## src/rtl/gpio_bank_pkg.sv

```systemverilog
package gpio_bank_pkg;

  typedef enum logic [5:0] {
    A_DIR     = 6'h00,
    A_DIR_OUT = 6'h04,
    A_DIR_IN  = 6'h08,
    A_VAL     = 6'h0C,
    A_OSET    = 6'h10,
    A_OCLR    = 6'h14,
    A_ICSET   = 6'h18,
    A_ICCLR   = 6'h1C,
    A_ICLR    = 6'h20,
    A_ISTAT   = 6'h24
  } reg_addr_e;

  // Bit offset of each byte-wide field in the interrupt control word.
  localparam int unsigned F_RISE = 0;
  localparam int unsigned F_FALL = 8;
  localparam int unsigned F_DB   = 16;
  localparam int unsigned F_LVL  = 24;

  // Write-one-to-set update.
  function automatic logic [31:0] w1s(input logic [31:0] old, input logic [31:0] mask);
    return old | mask;
  endfunction

  // Write-one-to-clear update.
  function automatic logic [31:0] w1c(input logic [31:0] old, input logic [31:0] mask);
    return old & ~mask;
  endfunction

  // Trigger condition for one pin: level mode uses the enables as polarity
  // selects, edge mode compares the current level against the previous one.
  function automatic logic trig_hit(input logic rise_en, input logic fall_en,
                                    input logic lvl, input logic cur, input logic prev);
    if (lvl) return (rise_en & cur) | (fall_en & ~cur);
    return (rise_en & cur & ~prev) | (fall_en & ~cur & prev);
  endfunction

  // Debounce counter is about to complete its stable window.
  function automatic logic db_done(input int unsigned cnt, input int unsigned limit);
    return (cnt + 1) >= limit;
  endfunction

endpackage

```

## src/rtl/gpio_sync.sv

```systemverilog
module gpio_sync #(
  parameter int unsigned W      = 32,
  parameter int unsigned STAGES = 2
) (
  input  logic         clk,
  input  logic         rst_n,
  input  logic [W-1:0] d,
  output logic [W-1:0] q
);
  logic [W-1:0] stg [STAGES];

  always_ff @(posedge clk) begin
    if (!rst_n) begin
      for (int i = 0; i < STAGES; i++) stg[i] <= '0;
    end else begin
      stg[0] <= d;
      for (int i = 1; i < STAGES; i++) stg[i] <= stg[i-1];
    end
  end

  assign q = stg[STAGES-1];
endmodule

```

## src/rtl/gpio_debounce.sv

```systemverilog
module gpio_debounce
  import gpio_bank_pkg::*;
#(
  parameter int unsigned W      = 8,
  parameter int unsigned CYCLES = 4
) (
  input  logic         clk,
  input  logic         rst_n,
  input  logic [W-1:0] en,
  input  logic [W-1:0] raw,
  output logic [W-1:0] filt
);
  localparam int unsigned CW = $clog2(CYCLES + 1);

  for (genvar b = 0; b < W; b++) begin : g_bit
    logic [CW-1:0] cnt;
    logic          f;

    always_ff @(posedge clk) begin
      if (!rst_n) begin
        cnt <= '0;
        f   <= 1'b0;
      end else if (!en[b]) begin
        f   <= raw[b];
        cnt <= '0;
      end else if (raw[b] == f) begin
        cnt <= '0;
      end else if (db_done(32'(cnt), CYCLES)) begin
        f   <= raw[b];
        cnt <= '0;
      end else begin
        cnt <= cnt + 1'b1;
      end
    end

    assign filt[b] = f;
  end
endmodule

```

## src/rtl/gpio_irq_unit.sv

```systemverilog
module gpio_irq_unit
  import gpio_bank_pkg::*;
#(
  parameter int unsigned NIRQ = 8
) (
  input  logic            clk,
  input  logic            rst_n,
  input  logic [NIRQ-1:0] cur,
  input  logic [NIRQ-1:0] rise_en,
  input  logic [NIRQ-1:0] fall_en,
  input  logic [NIRQ-1:0] lvl_mode,
  input  logic [NIRQ-1:0] clr,
  output logic [NIRQ-1:0] set_req,
  output logic [NIRQ-1:0] status
);
  logic [NIRQ-1:0] prev;

  always_ff @(posedge clk) begin
    if (!rst_n) prev <= '0;
    else        prev <= cur;
  end

  for (genvar b = 0; b < NIRQ; b++) begin : g_pin
    assign set_req[b] = trig_hit(rise_en[b], fall_en[b], lvl_mode[b], cur[b], prev[b]);

    always_ff @(posedge clk) begin
      if (!rst_n)           status[b] <= 1'b0;
      else if (lvl_mode[b]) status[b] <= set_req[b] & ~clr[b];
      else                  status[b] <= (status[b] & ~clr[b]) | set_req[b];
    end
  end
endmodule

```

## src/rtl/gpio_bank_ctrl.sv

```systemverilog
module gpio_bank_ctrl
  import gpio_bank_pkg::*;
#(
  parameter int unsigned NPINS       = 32,
  parameter int unsigned NIRQ        = 8,
  parameter int unsigned DB_CYCLES   = 4,
  parameter int unsigned SYNC_STAGES = 2
) (
  input  logic             clk,
  input  logic             rst_n,
  input  logic             reg_wr,
  input  logic             reg_rd,
  input  logic [5:0]       reg_addr,
  input  logic [31:0]      reg_wdata,
  output logic [31:0]      reg_rdata,
  input  logic [NPINS-1:0] pin_in,
  output logic [NPINS-1:0] pin_out,
  output logic [NPINS-1:0] pin_oe,
  output logic             irq
);
  logic [NPINS-1:0] dir_q;
  logic [NPINS-1:0] out_q;
  logic [31:0]      ictl_q;
  logic [NPINS-1:0] pin_sync;
  logic [NIRQ-1:0]  pin_filt;
  logic [NIRQ-1:0]  irq_set_req;
  logic [NIRQ-1:0]  irq_status;
  logic [NIRQ-1:0]  irq_clr;
  logic [31:0]      rd_mux;

  function automatic logic hit(input logic [5:0] a, input reg_addr_e r);
    return reg_wr && (a == r);
  endfunction

  // Register file
  always_ff @(posedge clk) begin
    if (!rst_n) begin
      dir_q  <= '0;
      out_q  <= '0;
      ictl_q <= '0;
    end else begin
      if (hit(reg_addr, A_DIR_IN))
        dir_q <= NPINS'(w1s(32'(dir_q), reg_wdata));
      else if (hit(reg_addr, A_DIR_OUT))
        dir_q <= NPINS'(w1c(32'(dir_q), reg_wdata));
      if (hit(reg_addr, A_OSET))
        out_q <= NPINS'(w1s(32'(out_q), reg_wdata));
      else if (hit(reg_addr, A_OCLR))
        out_q <= NPINS'(w1c(32'(out_q), reg_wdata));
      if (hit(reg_addr, A_ICSET))
        ictl_q <= w1s(ictl_q, reg_wdata);
      else if (hit(reg_addr, A_ICCLR))
        ictl_q <= w1c(ictl_q, reg_wdata);
    end
  end

  assign irq_clr = hit(reg_addr, A_ICLR) ? reg_wdata[NIRQ-1:0] : '0;

  // Input path
  gpio_sync #(.W(NPINS), .STAGES(SYNC_STAGES)) i_sync (
    .clk (clk),
    .rst_n (rst_n),
    .d (pin_in),
    .q (pin_sync)
  );

  gpio_debounce #(.W(NIRQ), .CYCLES(DB_CYCLES)) i_deb (
    .clk (clk),
    .rst_n (rst_n),
    .en (ictl_q[F_DB +: NIRQ]),
    .raw (pin_sync[NIRQ-1:0]),
    .filt (pin_filt)
  );

  gpio_irq_unit #(.NIRQ(NIRQ)) i_irq (
    .clk (clk),
    .rst_n (rst_n),
    .cur (pin_filt),
    .rise_en (ictl_q[F_RISE +: NIRQ]),
    .fall_en (ictl_q[F_FALL +: NIRQ]),
    .lvl_mode (ictl_q[F_LVL +: NIRQ]),
    .clr (irq_clr),
    .set_req (irq_set_req),
    .status (irq_status)
  );

  // Read path
  always_comb begin
    case (reg_addr)
      A_DIR:   rd_mux = 32'(dir_q);
      A_VAL:   rd_mux = 32'(pin_sync);
      A_OSET:  rd_mux = 32'(out_q);
      A_ICSET: rd_mux = ictl_q;
      A_ISTAT: rd_mux = 32'(irq_status);
      default: rd_mux = '0;
    endcase
  end

  always_ff @(posedge clk) begin
    if (!rst_n)      reg_rdata <= '0;
    else if (reg_rd) reg_rdata <= rd_mux;
  end

  assign pin_out = out_q;
  assign pin_oe  = ~dir_q;
  assign irq     = |irq_status;
endmodule

```

## config.mk

```make
export PLATFORM = sky130hd
export DESIGN_NAME = gpio_bank_ctrl
export DESIGN_NICKNAME = d
export VERILOG_FILES = /design/src/rtl/gpio_bank_pkg.sv /design/src/rtl/gpio_sync.sv /design/src/rtl/gpio_debounce.sv /design/src/rtl/gpio_irq_unit.sv /design/src/rtl/gpio_bank_ctrl.sv
export SDC_FILE = /design/constraint.sdc
export NUM_CORES = 1
export LEC_CHECK = 0
export BUFFER_PORTS_ARGS = -buffer_cell sky130_fd_sc_hd__buf_4
export CORE_AREA = 2 2 173 107
export DETAILED_ROUTE_END_ITERATION = 12
export DIE_AREA = 0 0 175 109
export PLACE_DENSITY_LB_ADDON = 0.3
export RECOVER_POWER = 50
export SLEW_MARGIN = 10
export SYNTH_ARGS = -nofsm -noshare
export SYNTH_HDL_FRONTEND = slang
export SYNTH_SLANG_ARGS = --single-unit
```

## constraint.sdc

```tcl
create_clock -name clk -period 2.1 [get_ports clk]
set_clock_uncertainty 0.15 [all_clocks]
set_input_delay 0.315 -clock clk [delete_from_list [all_inputs] [get_ports clk]]
set_output_delay 0.315 -clock clk [all_outputs]
set_load 0.05 [all_outputs]
```

======== Word level (Yosys, flattened, before mapping) ========
Memories as Yosys holds them, arrays and structs flattened.
Index checks and enable logic that the tools add are counted.
storage, ports and cells
  register bits after elaboration ......... 176
  memory bits (writable) .................. 64
  memories ................................ 1
cells by class
  $lt $le $gt $ge ......................... 8
  $add $sub $neg .......................... 16
  bitwise gates (word level) .............. 115
  reduce and logical (&&, ||, !) cells .... 28
  eq/ne operators ......................... 33
  multiplexer cells ....................... 68
memory list
  name        words  width  read ports  clocked after Yosys merged registers in  wr ports  line             RTL
  i_sync.stg  2      32     2           0                                        2         gpio_sync.sv:10  logic [W-1:0] stg [STAGES];
operators by type and width
  kind                                                                 number
  greater-or-equal comparator 32 x 3 -> 1 bit (second input constant)  8
  2-to-1 mux 32 bit                                                    8
  one-hot mux 32 bit (5 select lines)                                  1
  AND 32 bit                                                           3
  OR 32 bit                                                            3
  NOT 32 bit                                                           2
  2-to-1 mux 1 bit                                                     58
  AND 1 bit                                                            48
  NOT 1 bit                                                            33
  adder 3 x 1 -> 4 bit (second input constant)                         8
  OR reduction 4 bit                                                   8
  OR 1 bit                                                             26
  adder 3 x 1 -> 3 bit (second input constant)                         8
  == test 6 x 5 -> 1 bit (second input constant)                       4
  inequality test 2 x 1 -> 1 bit (second input constant)               8
  inequality test 2 bit (second input constant)                        8
  AND reduction 2 bit                                                  8
  == test 6 x 4 -> 1 bit (second input constant)                       2
  == test 6 bit (second input constant)                                2
  == test 1 bit                                                        8
  2-to-1 mux 8 bit                                                     1
  OR reduction 8 bit                                                   1
  logical AND 1 bit                                                    7
  == test 6 x 3 -> 1 bit (second input constant)                       1
  other kinds (2)                                                      4

======== Longest topological paths before layout ========
Gate-level depths: netlist of run 1.
  depth after elaboration ................. 7
  mapped depth ............................ 7

======== Modules after synthesis ========
From an unflattened synthesis of run 1, not the netlist that was laid out.
unflattened totals
  cells, all modules ...................... 1173
  area total of the unflattened synthesis .. 10548.9 um2
by module, submodules not included
  module          instances  seq. area each (um2)  area an instance (um2)  cells each
  gpio_bank_ctrl  1          2562.5                5957.0                  708
  gpio_sync       1          1281.2                2031.9                  166
  gpio_debounce   1          640.6                 1665.3                  195
  gpio_irq_unit   1          320.3                 894.6                   104

======== Least setup slack after synthesis of run 1 ========
OpenSTA, ideal clock, no wires.
  path type ............................... in2reg
  from .................................... in reg_addr[5]
  to ...................................... reg with a tool-made name
  path buffers ............................ 2
  data arrival time ....................... 1629 ps
  stages .................................. 6
  setup time .............................. 117 ps
  required time ........................... 1833 ps
  slack ................................... 204 ps
  path through ............................ or4_4 -> buf_6 -> nor3_4 -> buf_6 -> nand2_1 -> a32o_1
RTL lines
  item             line                  RTL
  start, declared  gpio_bank_ctrl.sv:13  input logic [5:0] reg_addr,

======== Worst setup path in the final report of run 1 ========
  from .................................... reg i_irq.status[7]
  to ...................................... out irq
between the ends
  word-level cells in the longest chain between the ends .. 1
RTL lines
  item                             line                   RTL
  start, declared                  gpio_irq_unit.sv:14    output logic [NIRQ-1:0] status
  start signal, assigned by index  gpio_irq_unit.sv:28    else if (lvl_mode[b]) status[b] <= set_req[b] & ~clr[b];
  start signal, assigned by index  gpio_irq_unit.sv:29    else status[b] <= (status[b] & ~clr[b]) | set_req[b];
  OR reduction 8 bit               gpio_bank_ctrl.sv:106  assign irq = |irq_status;
  end, declared                    gpio_bank_ctrl.sv:19   output logic irq
Every way passes these cells.

==> summary.txt, run 1 <==
Global route
  • Vias in the first global route: 8,033
  • First-pass GRT wire length: 44,870 µm
  • Largest net degree at the start of global routing: 144
  • Global route overflow: 0
  • Initial antenna violation count: 0
  • All-Layer GR Usage: 30.18%

Critical path
  • CP endpoint kind: primary output
  • First element of the critical path: i_irq.status[7]
  • Cells along the critical path: nor4_1 -> nand2_1 -> buf_4
  • CP startpoint kind: register
  • WP data arrival: 1560 ps
  • Crit-path max FO: 3
  • WP data required: 1630 ps
  • CP bufs+invs: 1
  • Slowest-stage cell, CP: dfxtp_1
  • R2R depth: 3
  • Critical path's top delay family: simple AND/OR/NAND/NOR gates
  • Critical path class: reg2out
  • Worst path max stage delay: 360 ps
  • Critical Path Stages: 3

Layout
  • Fillcell total: 1,305
  • NumNets Final: 1,283
  • Fraction of layout cells with a size suffix above 1: 21.23%
  • Fin area: 0.01253 mm²
  • Non-Filler Instances: 1,455
  • # diodes: 0
  • P&R area growth vs syn: 31.68%
  • Multi-input logic area: 0.004249 mm²
  • Commonest non-fill, non-tap cell in the layout: dfxtp_1
  • Final Util: 71.03%
  • Most frequent cells in the layout: 240 x dfxtp_1, 185 x buf_4, 106 x nand2_1, 72 x mux2i_1, 68 x dlygate4sd3_1
  • Register area: 0.004805 mm²

Floorplanning
  • Die area: 0.01908 mm²
  • Die W: 175 µm
  • Initial Utilization: 53.94%
  • Num ports: 171
  • Row cnt: 38
  • Die height: 109 µm
  • Core region area: 0.01764 mm²

STA
  • Hold Slack: 30.41 ps
  • Setup violators final: 0
  • Final period utilization: 96.43%
  • Worst-Margin Slew: 705.7 ps
  • Crit path time final: 2025 ps
  • Final Hold Fails: 0
  • Unrepaired setup endpoints after global routing: false
  • Rel. slew slack: 52.95%
  • Final setup TNS: 0 ps
  • Max Slew Vio Count: 0
  • Maximum clock rate: 493.8 MHz

Clock network
  • Clock Pin Slew Worst Setup and Hold Paths: 60 ps
  • CTS Buf Count: 22
  • CTS tree: built
  • CTS Buffer Depth: 3
  • CTS H-Tree Depth: 1
  • Clk sinks: 240
  • Clk Latency, worst-skew pair: 510 ps
  • Clock root cell: clkbuf_16

Logic synthesis
  • EDFF count, synth: 0
  • Synth Instances: 966
  • Async set-or-reset flop fraction in the synthesized netlist: 0%
  • Post-synth top area cell: dfxtp_1
  • Top cells by area, synth: dfxtp_1 50%, mux2i_1 7.6%, and2_1 5.3%
  • Post-synthesis register bit count: 240
  • Post-synth top area share: 50.49%
  • Seq/Total Area, Yosys: 50.49%
  • Syn Area/Cell: 9.850 µm²
  • Synth warn: 0
  • Post-Syn Area: 0.009515 mm²
  • Post-synthesis cell type count: 45
  • Ys flop type: dfxtp_1

Power and ir drop
  • VDD IR max: 602.9 µV
  • Leak: 5.048 nW
  • Pwr Density: 751.9 mW/mm²

Placement
  • Routability cong.: 0.8995
  • Hpwl dp: 19,480 µm
  • Count of input and output buffers: 170
  • Placed cell area: 0.01119 mm²
  • Dpl cells: 1,347

Worst hold path
  • Hold_sp: reg_rd
  • Hold Crit Class: in2reg
  • WHS Path Cells: 2

Routing
  • DRC Markers: 0
  • Routed via count: 8,425
  • WL/cell: 19.97 µm
  • 1st-iter DRT viols: 871
  • Total wire length: 29,060 µm
  • Final ANT Viol Nets: 0
  • Vias/cell: 5.790
  • Drt first pass iters: 8

Run status
  • Status: finished clean

Job
  • Total of max-cap violations: 0
==> final cells by class <==
type                            count  area share, %
Clock buffer                       31          5.073
Tap cell                          240          2.397
Inverter                           44          1.318
Timing Repair Buffer              273          18.25
Sequential cell                   240          38.35
Multi-Input combinational cell    620          33.91
Clock inverter                      7         0.6990
==> worst paths after layout <==
path	slack [ps]	to
min reg2reg	280	i_sync.stg[0][33]
max	70	irq
max reg2reg	490	register
min	30	reg_rdata[7]
==> power breakdown <==
part | internal [W] | leakage, nW | switching, W | total (W)
Clock | 0.00235 | 0.355 | 0.00169 | 0.00404
Combinational | 0.000311 | 2.74 | 0.000365 | 0.000676
Sequential | 0.00464 | 1.95 | 0.0000610 | 0.00470
==> cell usage after synthesis, drive strengths merged (29+ instances only) <==
cell and number:
mux2i 72, clkbuf 49, a22oi 32, nor2 29, a32o 32, inv 44, a311oi 32, a21oi 48
dfxtp 240, nand2 106, and2 80
==> logic make-up (layout without fill, tap and decap cells) <==
family,count (synthesis),after routing,share of synthesized area [%]
adders and majority gates,8,8,1.052
buffers and inverters,113,355,4.944
other,1,8,0.03941
xor gates and xnor gates,8,8,0.7364
AOI/OAI and AO/OA,251,251,20.09
and+or+nand+nor,273,273,15.07
muxes,72,72,7.574
DFF,240,240,50.49
==> per-layer routing <==
layer,wire [µm],vias up,part of all wire (%),track usage [%]
li1,-,3946,-,-
met1,13290,3951,46,44.52
met2,11920,484,41,43.73
met3,3262,44,11,7.880
met4,582,0,2.0,7.798
met5,0,-,0,0
==> stage by stage <==
| step | setup WS, ps | power (W) |
|---|---|---|
| after detailed placement | 71.86 | 0.005370 |
| after global placement | 110.9 | 0.005360 |
| final | 74.90 | 0.009421 |
| after global routing | 7.055 | 0.009674 |
| after CTS | 53.04 | 0.009442 |
| after floorplan | 203.9 | 0.005071 |
==> what timing repair did <==
item / in CTS / in global routing
buffers inserted: 0 / 1
gates resized for setup: 0 / 0
hold endpoints to repair: 127 / 0
setup endpoints to repair: 0 / 2
hold buffers: 68 / 0
Power figures use the tool's default switching activity.
==> inputs of run 2 (changes only) <==
- CORE_AREA: 2 2 173 107 -> 2 2 233 143
- CTS_CLUSTER_DIAMETER: default -> 30
- DIE_AREA: 0 0 175 109 -> 0 0 235 145
==> run 2 against run 1 <==
Effect of this change: clock power increased by 79%; sequential power barely moved; setup slack gained 51 ps; count of clock-buffer cells in the layout is 29 higher; register-to-register slack better by 80 ps; fmax is 2.6% higher; critical endpoint unchanged.
==> summary.txt, run 2 (synthesis gave the netlist of run 1 again) <==
Run status
  • Status: finished clean (unchanged)

Critical path
  • Critical path class: reg2out (unchanged)
  • CP endpoint kind: primary output (unchanged)
  • CP startpoint kind: register (unchanged)
  • Slack of the worst reg-to-reg path: 570 ps (was 490 ps)
  • WP data arrival: 1510 ps (was 1560 ps)
  • Crit-path max FO: 3 (unchanged)
  • WP data required: 1630 ps (about the same)

STA
  • Crit path time final: 1975 ps (was 2025 ps)
  • Unrepaired setup endpoints after global routing: false (unchanged)
  • Final period utilization: 94.03% (was 96.43%)
  • Maximum clock rate: 506.4 MHz (was 493.8 MHz)
  • Setup ws final: 125.4 ps (was 74.90 ps)
  • Rel. slew slack: 11.25% (was 52.95%)
  • Worst-Margin Slew: 1331 ps (was 705.7 ps)
  • Hold Slack: 22.94 ps (was 30.41 ps)
  • Max Slew Vio Count: 0 (unchanged)
  • Setup violators final: 0 (unchanged)
  • Final Hold Fails: 0 (unchanged)

Floorplanning
  • Die height: 145 µm (was 109 µm)
  • Die W: 235 µm (was 175 µm)
  • Row cnt: 51 (was 38)
  • Core region area: 0.03197 mm² (was 0.01764 mm²)
  • Die area: 0.03408 mm² (was 0.01908 mm²)
  • Num ports: 171 (unchanged)
  • Initial Utilization: 29.76% (was 53.94%)

Placement
  • Dpl cells: 1,524 (was 1,347)
  • Count of input and output buffers: 170 (unchanged)
  • Hpwl dp: 22,410 µm (was 19,480 µm)
  • Routability cong.: 0.8564 (was 0.8995)
  • DP Worst Slack: -33.06 ps (was 71.86 ps)

Routing
  • DRC Markers: 0 (unchanged)
  • Total wire length: 32,450 µm (was 29,060 µm)
  • 1st-iter DRT viols: 610 (was 871)
  • Routed via count: 8,329 (was 8,425)
  • WL/cell: 19.41 µm (was 19.97 µm)
  • Vias/cell: 4.981 (was 5.790)
  • Drt first pass iters: 5 (was 8)
  • Final ANT Viol Nets: 0 (unchanged)

Clock network
  • CTS Buf Count: 44 (was 22)
  • Setup Buffers After CTS: 0 (unchanged)
  • CTS tree: built (unchanged)
  • Clock root cell: clkbuf_16 (unchanged)
  • Clk Latency, worst-skew pair: 530 ps (was 510 ps)
  • CTS H-Tree Depth: 2 (was 1)
  • Clock Pin Slew Worst Setup and Hold Paths: 50 ps (was 60 ps)
  • CTS Buffer Depth: 3 (unchanged)
  • Clk sinks: 240 (unchanged)

Global route
  • Largest net degree at the start of global routing: 132 (was 144)
  • All-Layer GR Usage: 18.40% (was 30.18%)
  • Vias in the first global route: 7,951 (was 8,033)
  • First-pass GRT wire length: 48,650 µm (was 44,870 µm)
  • Initial antenna violation count: 1 (was 0)
  • Global route overflow: 0 (unchanged)

Layout
  • Most frequent cells in the layout: 240 x dfxtp_1, 169 x buf_4, 106 x nand2_1, 72 x mux2i_1, 66 x dlygate4sd3_1 (was 240 x dfxtp_1, 185 x buf_4, 106 x nand2_1, 72 x mux2i_1, 68 x dlygate4sd3_1)
  • Non-Filler Instances: 1,672 (was 1,455)
  • Fillcell total: 3,089 (was 1,305)
  • Final Util: 42.14% (was 71.03%)
  • NumNets Final: 1,294 (was 1,283)
  • Commonest non-fill, non-tap cell in the layout: dfxtp_1 (unchanged)
  • # diodes: 0 (unchanged)
  • Fraction of layout cells with a size suffix above 1: 23.00% (was 21.23%)
  • Register area: 0.004805 mm² (unchanged)
  • P&R area growth vs syn: 41.59% (was 31.68%)
  • Multi-input logic area: 0.004274 mm² (was 0.004249 mm²)

Power and ir drop
  • Leak: 5.339 nW (was 5.048 nW)
  • Pwr Density: 936.5 mW/mm² (was 751.9 mW/mm²)
  • Power Total: 0.01262 W (was 0.009421 W)
  • VDD IR max: 482.9 µV (was 602.9 µV)

Worst hold path
  • Hold Crit Class: in2reg (unchanged)

Job
  • Total of max-cap violations: 0 (unchanged)
run 2: cell types whose count changed in the layout (fill, tap and decap cells not counted), moves of 4 or more:
cell	change
inv_6	+4
buf_4	-16
clkinvlp_4	+5
clkbuf_16	+21
clkbuf_8	+7
clkinv_4	+4
clkbuf_1	+8
run 2: cell type report:
cell class | instances | share of cell area (%)
Timing Repair Buffer | 262 | 16.04
Clock buffer | 60 | 9.519
Sequential cell | 240 | 35.66
Multi-Input combinational cell | 620 | 31.72
Clock inverter | 22 | 1.895
Tap cell | 424 | 3.938
Inverter | 44 | 1.226
run 2: worst paths after layout:
kind / startpoint / end / cells after the start
setup / recovery: i_irq.status[4] / irq / 3
hold / removal: rst_n / register / 2
setup reg to reg: i_deb.g_bit[0].cnt[0] / i_deb.g_bit[0].cnt[0] / 5
hold reg to reg: i_sync.stg[0][26] / i_sync.stg[0][58] / 1
run 2: what timing repair did:
action                                  in CTS  in global routing
endpoints found under the setup margin       0                  1
hold buffers                                66                  0
gates resized for setup                      0                  3
hold endpoints to repair                   128                  0
run 2: where the power goes:
group	internal, W	switching, W	leakage (nW)
sequential	0.00465	0.0000627	1.95
combinational	0.000306	0.000372	2.65
clock	0.00479	0.00244	0.740
total	0.00974	0.00287	5.34
run 2: metrics by stage:
stage / area (µm²) / setup TNS [ps]
global placement: 11370 / 0
detailed placement: 11370 / -746.3
finish: 13470 / 0
floorplan: 9542 / 0
global route: 13470 / 0
CTS: 13570 / 0
run 2: critical path, stage by stage, from the launching register on:
cell	delay [ps]
dfxtp_1	340
nor4_2	290
nand2_1	170
buf_6	190
run 2: routing by layer:
layer / up-vias / GRT usage (%) / part of all wire, %
met1: 3990 / 27.97 / 50
li1: 3985 / - / -
met4: 0 / 4.652 / 1.6
met2: 315 / 25.62 / 40
met5: - / 0 / 0
met3: 39 / 4.395 / 7.7
